### src/rtl/rfifo_pkg.sv
package rfifo_pkg;
  // Register addresses (pop registers occupy 0 .. NUM_CH-1)
  localparam int ADDR_EN       = 8;
  localparam int ADDR_SEL      = 9;
  localparam int ADDR_STAT     = 10;
  localparam int ADDR_CNT_BASE = 16;
  // Bit position of the overflow field inside the status word
  localparam int OVF_LSB       = 8;

  typedef enum logic [1:0] {
    SZ_BYTE = 2'd0,
    SZ_HALF = 2'd1,
    SZ_WORD = 2'd2
  } acc_size_e;
endpackage

### src/rtl/rfifo_chan.sv
module rfifo_chan #(
  parameter int DATA_W = 16,
  parameter int DEPTH  = 4,
  localparam int PTR_W = (DEPTH > 1) ? $clog2(DEPTH) : 1,
  localparam int CNT_W = $clog2(DEPTH + 1)
) (
  input  logic              clk,
  input  logic              rst,
  input  logic              push_i,
  input  logic [DATA_W-1:0] push_data_i,
  input  logic              pop_i,
  output logic [DATA_W-1:0] head_o,
  output logic [CNT_W-1:0]  cnt_o,
  output logic              nonempty_nxt_o,
  output logic              drop_o
);
  logic [DATA_W-1:0] mem [DEPTH];
  logic [PTR_W-1:0]  rd_ptr, wr_ptr;
  logic [CNT_W-1:0]  cnt_q, cnt_nxt;
  logic              pop_eff, push_eff;

  function automatic logic [PTR_W-1:0] ptr_inc(input logic [PTR_W-1:0] p);
    return (p == PTR_W'(DEPTH - 1)) ? '0 : p + 1'b1;
  endfunction

  assign pop_eff  = pop_i && (cnt_q != '0);
  assign push_eff = push_i && ((cnt_q < CNT_W'(DEPTH)) || pop_eff);
  assign drop_o   = push_i && !push_eff;
  assign cnt_nxt  = cnt_q + CNT_W'(push_eff) - CNT_W'(pop_eff);

  // storage without reset so it maps to RAM
  always_ff @(posedge clk) begin
    if (push_eff) mem[wr_ptr] <= push_data_i;
  end

  always_ff @(posedge clk) begin
    if (rst) begin
      rd_ptr <= '0;
      wr_ptr <= '0;
      cnt_q  <= '0;
    end else begin
      if (pop_eff)  rd_ptr <= ptr_inc(rd_ptr);
      if (push_eff) wr_ptr <= ptr_inc(wr_ptr);
      cnt_q <= cnt_nxt;
    end
  end

  assign head_o         = (cnt_q != '0) ? mem[rd_ptr] : '0;
  assign cnt_o          = cnt_q;
  assign nonempty_nxt_o = (cnt_nxt != '0);

  // the count never exceeds the depth
  a_r2_cnt_bound: assert property (@(posedge clk) disable iff (rst)
    cnt_q <= CNT_W'(DEPTH));
  // a lone pop of a non-empty queue removes exactly one entry
  a_r4_pop_dec: assert property (@(posedge clk) disable iff (rst)
    (pop_i && !push_i && cnt_q != '0) |=> cnt_q == $past(cnt_q) - CNT_W'(1));
  // a pop of an empty queue changes nothing
  a_r5_empty_pop: assert property (@(posedge clk) disable iff (rst)
    (pop_i && !push_i && cnt_q == '0) |=> (cnt_q == '0) && $stable(rd_ptr));
  // push and pop together on a non-empty queue hold the count
  a_r6_same_cycle: assert property (@(posedge clk) disable iff (rst)
    (pop_i && push_i && cnt_q != '0) |=> cnt_q == $past(cnt_q));
  // a push into a full queue without a pop is dropped
  a_r3_no_overflow: assert property (@(posedge clk) disable iff (rst)
    (push_i && !pop_i && cnt_q == CNT_W'(DEPTH)) |=> (cnt_q == CNT_W'(DEPTH)) && $stable(wr_ptr));
endmodule

### src/rtl/rfifo_ctrl.sv
module rfifo_ctrl
  import rfifo_pkg::*;
#(
  parameter int NUM_CH = 6,
  parameter int DATA_W = 16,
  parameter int ADDR_W = 5
) (
  input  logic              clk,
  input  logic              rst,
  input  logic              wr_i,
  input  logic [ADDR_W-1:0] addr_i,
  input  logic [DATA_W-1:0] wdata_i,
  input  logic [NUM_CH-1:0] drop_i,
  output logic [NUM_CH-1:0] en_q,
  output logic [NUM_CH-1:0] sel_q,
  output logic [NUM_CH-1:0] ovf_q,
  output logic [NUM_CH-1:0] en_nxt,
  output logic [NUM_CH-1:0] sel_nxt
);
  logic [NUM_CH-1:0] clr_vec, ovf_nxt;
  logic              wr_en, wr_sel, wr_stat;

  assign wr_en   = wr_i && (addr_i == ADDR_W'(ADDR_EN));
  assign wr_sel  = wr_i && (addr_i == ADDR_W'(ADDR_SEL));
  assign wr_stat = wr_i && (addr_i == ADDR_W'(ADDR_STAT));

  assign en_nxt  = wr_en  ? wdata_i[NUM_CH-1:0] : en_q;
  assign sel_nxt = wr_sel ? wdata_i[NUM_CH-1:0] : sel_q;
  assign clr_vec = wr_stat ? wdata_i[OVF_LSB +: NUM_CH] : '0;
  // a new drop wins over a clear in the same cycle
  assign ovf_nxt = (ovf_q & ~clr_vec) | drop_i;

  always_ff @(posedge clk) begin
    if (rst) begin
      en_q  <= '0;
      sel_q <= '0;
      ovf_q <= '0;
    end else begin
      en_q  <= en_nxt;
      sel_q <= sel_nxt;
      ovf_q <= ovf_nxt;
    end
  end

  // overflow bits stay set until cleared
  a_r3_ovf_sticky: assert property (@(posedge clk) disable iff (rst)
    1'b1 |=> (($past(ovf_q) & ~$past(clr_vec)) & ~ovf_q) == '0);
  // every dropped push is recorded
  a_r3_ovf_set: assert property (@(posedge clk) disable iff (rst)
    (drop_i != '0) |=> (ovf_q & $past(drop_i)) == $past(drop_i));
endmodule

### src/rtl/rfifo_bank.sv
module rfifo_bank
  import rfifo_pkg::*;
#(
  parameter int NUM_CH = 6,
  parameter int DATA_W = 16,
  parameter int DEPTH  = 4,
  parameter int ADDR_W = 5
) (
  input  logic                     clk,
  input  logic                     rst,
  input  logic [NUM_CH-1:0]        push_valid,
  input  logic [NUM_CH*DATA_W-1:0] push_data,
  input  logic                     bus_rd,
  input  logic                     bus_wr,
  input  logic [ADDR_W-1:0]        bus_addr,
  input  logic [1:0]               bus_size,
  input  logic [DATA_W-1:0]        bus_wdata,
  output logic [DATA_W-1:0]        bus_rdata,
  output logic                     bus_rvalid,
  output logic [NUM_CH-1:0]        irq_req,
  output logic [NUM_CH-1:0]        dma_req
);
  localparam int CNT_W = $clog2(DEPTH + 1);
  localparam logic [DATA_W-1:0] WMASK =
    DATA_W'({NUM_CH{1'b1}}) | (DATA_W'({NUM_CH{1'b1}}) << OVF_LSB);

  logic [DATA_W-1:0] head [NUM_CH];
  logic [CNT_W-1:0]  cnt  [NUM_CH];
  logic [NUM_CH-1:0] pop_vec, nonempty_nxt, nonempty_q, drop_vec;
  logic [NUM_CH-1:0] en_q, sel_q, ovf_q, en_nxt, sel_nxt;
  logic [DATA_W-1:0] rd_mux;

  for (genvar i = 0; i < NUM_CH; i++) begin : g_ch
    assign pop_vec[i]    = bus_rd && (bus_addr == ADDR_W'(i));
    assign nonempty_q[i] = (cnt[i] != '0);

    rfifo_chan #(.DATA_W(DATA_W), .DEPTH(DEPTH)) u_chan (
      .clk            (clk),
      .rst            (rst),
      .push_i         (push_valid[i]),
      .push_data_i    (push_data[i*DATA_W +: DATA_W]),
      .pop_i          (pop_vec[i]),
      .head_o         (head[i]),
      .cnt_o          (cnt[i]),
      .nonempty_nxt_o (nonempty_nxt[i]),
      .drop_o         (drop_vec[i])
    );
  end

  rfifo_ctrl #(.NUM_CH(NUM_CH), .DATA_W(DATA_W), .ADDR_W(ADDR_W)) u_ctrl (
    .clk     (clk),
    .rst     (rst),
    .wr_i    (bus_wr),
    .addr_i  (bus_addr),
    .wdata_i (bus_wdata),
    .drop_i  (drop_vec),
    .en_q    (en_q),
    .sel_q   (sel_q),
    .ovf_q   (ovf_q),
    .en_nxt  (en_nxt),
    .sel_nxt (sel_nxt)
  );

  always_comb begin
    rd_mux = '0;
    for (int i = 0; i < NUM_CH; i++) begin
      if (bus_addr == ADDR_W'(i))                 rd_mux = head[i];
      if (bus_addr == ADDR_W'(ADDR_CNT_BASE + i)) rd_mux = DATA_W'(cnt[i]);
    end
    if (bus_addr == ADDR_W'(ADDR_EN))  rd_mux = DATA_W'(en_q);
    if (bus_addr == ADDR_W'(ADDR_SEL)) rd_mux = DATA_W'(sel_q);
    if (bus_addr == ADDR_W'(ADDR_STAT)) begin
      rd_mux = DATA_W'(nonempty_q);
      rd_mux[OVF_LSB +: NUM_CH] = ovf_q;
    end
  end

  always_ff @(posedge clk) begin
    if (rst) begin
      bus_rvalid <= 1'b0;
      bus_rdata  <= '0;
      irq_req    <= '0;
      dma_req    <= '0;
    end else begin
      bus_rvalid <= bus_rd;
      if (bus_rd) bus_rdata <= rd_mux;
      irq_req <= en_nxt & ~sel_nxt & nonempty_nxt;
      dma_req <= en_nxt &  sel_nxt & nonempty_nxt;
    end
  end

  // a queue never drives both request kinds
  a_r7_exclusive: assert property (@(posedge clk) disable iff (rst)
    (irq_req & dma_req) == '0);
  // a request implies the queue holds data
  a_r7_needs_data: assert property (@(posedge clk) disable iff (rst)
    ((irq_req | dma_req) & ~nonempty_q) == '0);
  // only defined access sizes are used
  a_r4_size_legal: assert property (@(posedge clk) disable iff (rst)
    bus_rd |-> bus_size != 2'b11);
  // reserved write-data bits are written as zero
  a_r7_wdata_rsvd: assert property (@(posedge clk) disable iff (rst)
    bus_wr |-> (bus_wdata & ~WMASK) == '0);
  // reads and writes are never issued together
  a_r9_no_rd_wr: assert property (@(posedge clk) disable iff (rst)
    !(bus_rd && bus_wr));
endmodule

### config.mk
export PLATFORM = sky130hd
export DESIGN_NAME = rfifo_bank
export DESIGN_NICKNAME = d
export VERILOG_FILES = /design/src/rtl/rfifo_pkg.sv /design/src/rtl/rfifo_chan.sv /design/src/rtl/rfifo_ctrl.sv /design/src/rtl/rfifo_bank.sv
export SDC_FILE = /design/constraint.sdc
export NUM_CORES = 1
export LEC_CHECK = 0
export BUFFER_PORTS_ARGS = -buffer_cell sky130_fd_sc_hd__buf_4
export CAP_MARGIN = 20
export CORE_AREA = 5 5 165 206
export CTS_BUF_LIST = sky130_fd_sc_hd__clkbuf_8
export DETAILED_ROUTE_END_ITERATION = 16
export DIE_AREA = 0 0 170 211
export GPL_ROUTABILITY_DRIVEN = 0
export HOLD_SLACK_MARGIN = 0.03
export PLACE_DENSITY_LB_ADDON = 0.15
export SLEW_MARGIN = 20
export SYNTH_ARGS = -nofsm -noshare
export SYNTH_HDL_FRONTEND = slang
export SYNTH_SLANG_ARGS = --single-unit
### constraint.sdc
create_clock -name clk -period 5.66 [get_ports clk]
set_input_delay 0.849 -clock clk [delete_from_list [all_inputs] [get_ports clk]]
set_output_delay 0.849 -clock clk [all_outputs]
set_load 0.01 [all_outputs]
Word level (Yosys, flattened, before mapping)
Memories as Yosys holds them, arrays and structs flattened. A register that Yosys moved wholly into a read port is not among the register bits.
Index checks and enable logic that the tools add are counted.
{"block": "word_totals", "n_memories": 6, "rom_bits": 0, "word_cells": 207, "latch_bits": 0, "in_bits": 129, "ff_bits": 89, "ramBits": 384, "out_inout_bits": 29}
{"block": "op_classes", "n_addsub": 24, "bitwise": 8, "n_reduce_logical": 52, "mul": 0, "order_cmp": 6, "div": 0, "eq_ne": 26, "shifts": 0, "n_mux": 60}
{"memory": "g_ch[0].u_chan.mem", "depth": 4, "width": 16, "read_ports": 1, "rd_clocked_by_memory_dff": 1, "write_ports": 1, "line_no": "rfifo_chan.sv:17", "text": "logic [DATA_W-1:0] mem [DEPTH];"}
{"memory": "g_ch[1].u_chan.mem", "depth": 4, "width": 16, "read_ports": 1, "rd_clocked_by_memory_dff": 1, "write_ports": 1, "line_no": "rfifo_chan.sv:17"}
{"memory": "g_ch[2].u_chan.mem", "depth": 4, "width": 16, "read_ports": 1, "rd_clocked_by_memory_dff": 1, "write_ports": 1, "line_no": "rfifo_chan.sv:17"}
{"memory": "g_ch[3].u_chan.mem", "depth": 4, "width": 16, "read_ports": 1, "rd_clocked_by_memory_dff": 1, "write_ports": 1, "line_no": "rfifo_chan.sv:17"}
{"memory": "g_ch[4].u_chan.mem", "depth": 4, "width": 16, "read_ports": 1, "rd_clocked_by_memory_dff": 1, "write_ports": 1, "line_no": "rfifo_chan.sv:17"}
{"memory": "g_ch[5].u_chan.mem", "depth": 4, "width": 16, "read_ports": 1, "rd_clocked_by_memory_dff": 1, "write_ports": 1, "line_no": "rfifo_chan.sv:17"}
{"cell": "$mux 16", "count": 21}
{"cell": "$mux 2", "count": 24}
{"cell": "$reduce_bool 3->1", "count": 12}
{"cell": "$and 6x6->6", "count": 5}
{"cell": "$eq 5x5->1 const B", "count": 6}
{"cell": "$logic_and 1x1->1", "count": 27}
{"cell": "$add 2x1->2 const B", "count": 12}
{"cell": "$eq 2x2->1 const B", "count": 12}
{"cell": "$add 3x1->3", "count": 6}
{"cell": "$lt 3x3->1 const B", "count": 6}
{"cell": "$mux 6", "count": 3}
{"cell": "$sub 3x1->3", "count": 6}
{"cell": "$eq 5x4->1 const B", "count": 3}
{"cell": "$mux 1", "count": 12}
{"cell": "$not 6->6", "count": 2}
{"cell": "$eq 5x2->1 const B", "count": 2}
{"cell": "$eq 5x3->1 const B", "count": 2}
{"cell": "$logic_not 1->1", "count": 6}
{"cell": "$logic_or 1x1->1", "count": 6}
{"cell": "$or 6x6->6", "count": 1}
{"cell": "$eq 5x1->1 const B", "count": 1}
{"cell": "$logic_not 5->1", "count": 1}

Logic depth before layout (Yosys ltp)
{"block": "logic_depth", "word_depth": 17, "mapped_depth": 16, "depth_no_buf": 14}

By module
From an unflattened synthesis, not the netlist that was laid out.
{"block": "hier_totals", "cells_unflattened": 1323, "area_unflattened_um2": 21052.7}
{"mod": "rfifo_chan", "area_per_inst_um2": 2939.1, "n_inst": 6, "cells_per_inst": 152}
{"mod": "rfifo_bank", "area_per_inst_um2": 2504.9, "n_inst": 1, "cells_per_inst": 323}
{"mod": "rfifo_ctrl", "area_per_inst_um2": 913.4, "n_inst": 1, "cells_per_inst": 88}

Worst setup path after synthesis
Ideal clock, no wire load.
{"block": "synth_path", "kind": "input to register", "startpoint": "input port bus_addr[4]", "endpoint": "register dma_req[2]", "path_buffers": 1, "setup_ns": 0.065, "arrival_time_ns": 3.450, "cell_stages": 14, "path_slack_ns": 2.145, "path_cell_list": "or3_1 buf_4 nor3_1 nand2_1 inv_1 ha_1 inv_1 ha_1 inv_1 fa_1 xor2_1 xnor2_1 a311oi_1 nor2b_1"}
{"block": "synth_via", "elab_chain_len": 9, "word_cells_on_any_way": 16, "classes_between": "add/sub: 2; eq/ne: 3; mux: 2; bitwise: 2; reduce/logical: 7"}
{"element": "start: declaration", "line_no": "rfifo_bank.sv:15", "text": "input logic [ADDR_W-1:0] bus_addr,"}
{"element": "$eq 5x2->1 *", "line_no": "rfifo_bank.sv:34", "text": "assign pop_vec[i] = bus_rd && (bus_addr == ADDR_W'(i));"}
{"element": "$logic_and 1x1->1 *", "line_no": "rfifo_bank.sv:34"}
{"element": "$logic_and 1x1->1 *", "line_no": "rfifo_chan.sv:26", "text": "assign pop_eff = pop_i && (cnt_q != '0);"}
{"element": "named net g_ch[2].u_chan.pop_eff", "line_no": "rfifo_chan.sv:20", "text": "logic pop_eff, push_eff;"}
{"element": "$logic_or 1x1->1", "line_no": "rfifo_chan.sv:27", "text": "assign push_eff = push_i && ((cnt_q < CNT_W'(DEPTH)) || pop_eff);"}
{"element": "$logic_and 1x1->1", "line_no": "rfifo_chan.sv:27"}
{"element": "$add 3x1->3", "line_no": "rfifo_chan.sv:29", "text": "assign cnt_nxt = cnt_q + CNT_W'(push_eff) - CNT_W'(pop_eff);"}
{"element": "$sub 3x1->3 *", "line_no": "rfifo_chan.sv:29"}
{"element": "$reduce_bool 3->1 *", "line_no": "rfifo_chan.sv:50", "text": "assign nonempty_nxt_o = (cnt_nxt != '0);"}
{"element": "$and 6x6->6 *", "line_no": "rfifo_bank.sv:88", "text": "dma_req <= en_nxt & sel_nxt & nonempty_nxt;"}
{"element": "end signal: assignment", "line_no": "rfifo_bank.sv:88"}
{"element": "end: declaration", "line_no": "rfifo_bank.sv:21", "text": "output logic [NUM_CH-1:0] dma_req"}
Mark *: on every way through the listed nets, which the timed path passes. The rest lies on a longest branch.
A chain may end at the register's enable or synchronous reset.

Final worst setup path
{"block": "layout_path", "startpoint": "input port bus_addr[4]", "endpoint": "register irq_req[3]"}
{"block": "layout_via", "elab_chain_len": 9, "word_cells_on_any_way": 17, "classes_between": "add/sub: 2; eq/ne: 3; mux: 2; bitwise: 3; reduce/logical: 7"}
{"element": "$eq 5x2->1", "line_no": "rfifo_bank.sv:34"}
{"element": "$logic_and 1x1->1", "line_no": "rfifo_bank.sv:34"}
{"element": "$logic_and 1x1->1", "line_no": "rfifo_chan.sv:26"}
{"element": "$logic_or 1x1->1", "line_no": "rfifo_chan.sv:27"}
{"element": "$logic_and 1x1->1", "line_no": "rfifo_chan.sv:27"}
{"element": "$add 3x1->3", "line_no": "rfifo_chan.sv:29"}
{"element": "$sub 3x1->3", "line_no": "rfifo_chan.sv:29"}
{"element": "$reduce_bool 3->1", "line_no": "rfifo_chan.sv:50"}
{"element": "$and 6x6->6 *", "line_no": "rfifo_bank.sv:87", "text": "irq_req <= en_nxt & ~sel_nxt & nonempty_nxt;"}
{"element": "end signal: assignment", "line_no": "rfifo_bank.sv:87"}
{"element": "end: declaration", "line_no": "rfifo_bank.sv:20", "text": "output logic [NUM_CH-1:0] irq_req,"}
Mark *: on every way between the ends. The rest lies on a longest branch, timed or not.

==> metrics.txt <==
first-pass GRT wire length 67.2 mm; WL met2 22.6 mm; Reg clk slew, reported paths 0.06 ns; post-synthesis xor/xnor area fraction 0.524%; Area growth syn-to-layout 13.4%; PortBufs 151; max layer used met5; Root Driver clkbuf_8; drt wl/cell 23.7 um; area share of the largest cell type after synthesis 57.5%; Synth Area in Simple Gates 7.05%; Design Power 8.42 mW; clk buf depth 3; Pre-Repair DR Iteration Count 6; WP data required 6.18 ns; area of the multi-input gates 0.00591 mm^2; Max-slew headroom 40.1%; largest family of logic cells by synthesized area multiplexers; ys flop type edfxtp_1; H-tree depth 3; top cells by area, synth edfxtp_1 57%, mux4_2 10%, dfxtp_1 10%, ha_1 2.6%, a21oi_1 1.7%; die area 0.0359 mm^2; Setup CP Type input pin to flip-flop; Antenna Nets Post-Route 0; die height 211 um; drt via density 6.19; CP endpoint kind flip-flop; total global-route track usage 25.0%; DRC viols 0; CP dominant cell by count xnor2_1; Core Area 0.0317 mm^2; yosys warns 0; routed metal-1 wirelength 16.1 mm; multiplexer share of the synthesized area 12.2%; biggest area consumer among synthesized cells edfxtp_1; flops & latches, synth 485; Setup-failing EPs final 0; number of setup buffers added after CTS 0; # fillers 2045; total CTS buffers 70; critical-path cell list buf_4 > or3_1 > nor2_2 > a21oi_1 > nor2b_1 > ha_1 > inv_1 > fa_1 > xnor2_1 > xnor2_1 > a311oi_1 > and2_1; Starting Density 63.3%; Slew Limit Fails 0; r2r startpoint g_ch[3].u_chan.cnt_o[1]$_SDFF_PP0_; status finished, final reports clean; CP arrival 4.59 ns; Mapped Avg Cell Area 16.0 um^2; flip-flop and latch area 0.0136 mm^2; Layout Nets 1591; CP startpoint kind input pin; Pleak 8.10 nW; vias in the first global route 11.8k; Synth cell types 75; worst slew pin tran 0.899 ns; antenna cells 0; TritonCTS sink count 485; initial antenna violation count 2; Cells after Synth 1255; complex-gate fraction of the synthesized area 6.51%; fin crit share 71.9%; Clock Skew 0.0301 ns; drt total wl 44.4 mm; Inst Count DP 1754; Final Hold Viols 0; max-cap viol count 0; critical path's largest stage delay 0.63 ns; # resized after CTS 0; starting DRC count in detailed routing 1213; Post-synth EDFFs 384; Worst path slowest cell or3_1; total gr overflow 0; worst-skew pair later-pin latency 0.60 ns; chip width 170 um; vias 11.6k; RSZ-0062 raised after global routing no; mapped cell area 0.0201 mm^2; Synth Area in Adders 3.22%; setup_tns 0 ns; largest net degree at the start of global routing 48; CP Buf/Inv Count 2; fmax 246 MHz; Post-synth ARST share 0%; DP Wirelength 31.0 mm; Rows 73; Peak VDD IR 0.000423 V; crit-path max FO 29; Period minus WS final 4.07 ns; crit path launch bus_addr[4]; Met3 Wirelength 3.86 mm; Seq/Total Area, Yosys 67.6%; Worst Hold Class input pin to flip-flop; IO Count 158; critical path's top delay family simple AND/OR/NAND/NOR gates; layout cells sized above 1 24.7%; syn_nets 1432; hold wc startpoint push_data[27]; hold_buf cts 0; PwrDens 371 mW/mm^2; CTS tree built; fin cells 1875
-- cells by family (layout without fill, tap and decap cells) --
group	Yosys count	after routing
XOR/XNOR	12	12
buffers and inverters	123	331
multiplexers	122	122
AND/OR/NAND/NOR	270	270
AO/OA/AOI/OAI	195	195
adder cells (fa/ha/maj)	48	48
flip-flops	485	485
-- report_power, final --
part | internal (mW) | switching, mW | leakage, nW | total, mW
clock | 1.46 | 1.24 | 0.762 | 2.70
sequential | 4.30 | 0.168 | 4.34 | 4.47
combinational | 0.470 | 0.787 | 3.00 | 1.26
total | 6.23 | 2.20 | 8.10 | 8.42
-- layout by cell type, fill, tap and decap left out, drive strengths merged, types with 5 or more instances in the layout --
cell and count:
clkinv 19, mux2i 26, fa 6, o21ai 21, mux4 96, nor2b 11
a211oi 11, nand4 5, a31oi 9, inv 68, a21oi 70, o211ai 10
buf 159, and2 22, ha 42, xnor2 8, nand2 45, edfxtp 384
clkbuf 79, a221oi 9, nor3 25, a22oi 14, a311oi 12, nand3 16
nand2b 7, nor2 93, or3 9, dfxtp 101, and3 19, a21o 7
-- through the flow --
| step | hold WS, ns | utilization, % | worst slack [ns] | instance area [um^2] |
|---|---|---|---|---|
| 3_3_place_gp | 0.443 | 67.4 | 1.14 | 21400 |
| 6_report | 0.450 | 71.7 | 1.59 | 22700 |
| 2_1_floorplan | 0.436 | - | 2.14 | 20100 |
| 3_5_place_dp | 0.455 | 67.4 | 1.06 | 21400 |
| 4_1_cts | 0.410 | 71.7 | 1.69 | 22700 |
| 5_1_grt | 0.416 | 71.7 | 1.50 | 22700 |
-- state kept, by name, summed over array words and instances, names as in the netlist, named ones only --
name	cells
g_ch.u_chan.cnt_o	18
g_ch.u_chan.rd_ptr	12
u_ctrl.sel_q	6
bus_rdata	16
u_ctrl.en_q	6
u_ctrl.ovf_q	6
g_ch.u_chan.wr_ptr	12
irq_req	6
bus_rvalid	1
g_ch.u_chan.mem	384
dma_req	6
-- worst paths after layout --
path	to	slack, ns	cells after the start
setup / recovery	irq_req[3]$_SDFF_PP0_	1.59	12
hold / removal	g_ch[1].u_chan.mem[2][11]$_DFFE_PP_	0.45	1
setup reg to reg	irq_req[3]$_SDFF_PP0_	2.31	13
hold reg to reg	u_ctrl.ovf_q[1]$_SDFF_PP0_	0.47	2
-- cells in the mapped netlist (4+ instances only) --
cell type and number:
buf_2 25, inv_1 50, mux2i_1 26, nand2b_1 7
nor2_1 89, mux4_2 91, nor2b_1 11, clkbuf_1 21
o21ai_0 16, dfxtp_1 101, and2_1 22, a31oi_1 9
xnor2_1 8, ha_1 42, buf_1 7, and3_1 19
mux4_1 5, edfxtp_1 384, a22oi_1 14, nand4_1 5
or3_1 9, buf_4 7, o211ai_1 10, nor3_1 21
buf_6 9, a211oi_1 10, xor2_1 4, a21oi_1 70
a21o_1 7, a221oi_1 9, a311oi_1 11, o21ai_1 5
fa_1 6, nand3_1 14, nand2_1 45
-- cell type report --
cell class,count,area share (%)
flip-flops and latches,485,59.6
multi-input cells,647,26.0
repair buffers,159,5.25
clock buffers,79,4.78
well taps,412,2.27
clock inverters,42,1.24
inverters,51,0.842
-- per-layer routing --
metal | global-route usage [%] | vias up
met3 | 6.42 | 104
met1 | 31.0 | 5762
met4 | 10.6 | 4
met2 | 42.2 | 540
li1 | - | 5195
met5 | 0 | -
Note: power is estimated with default switching activity, not from simulation.
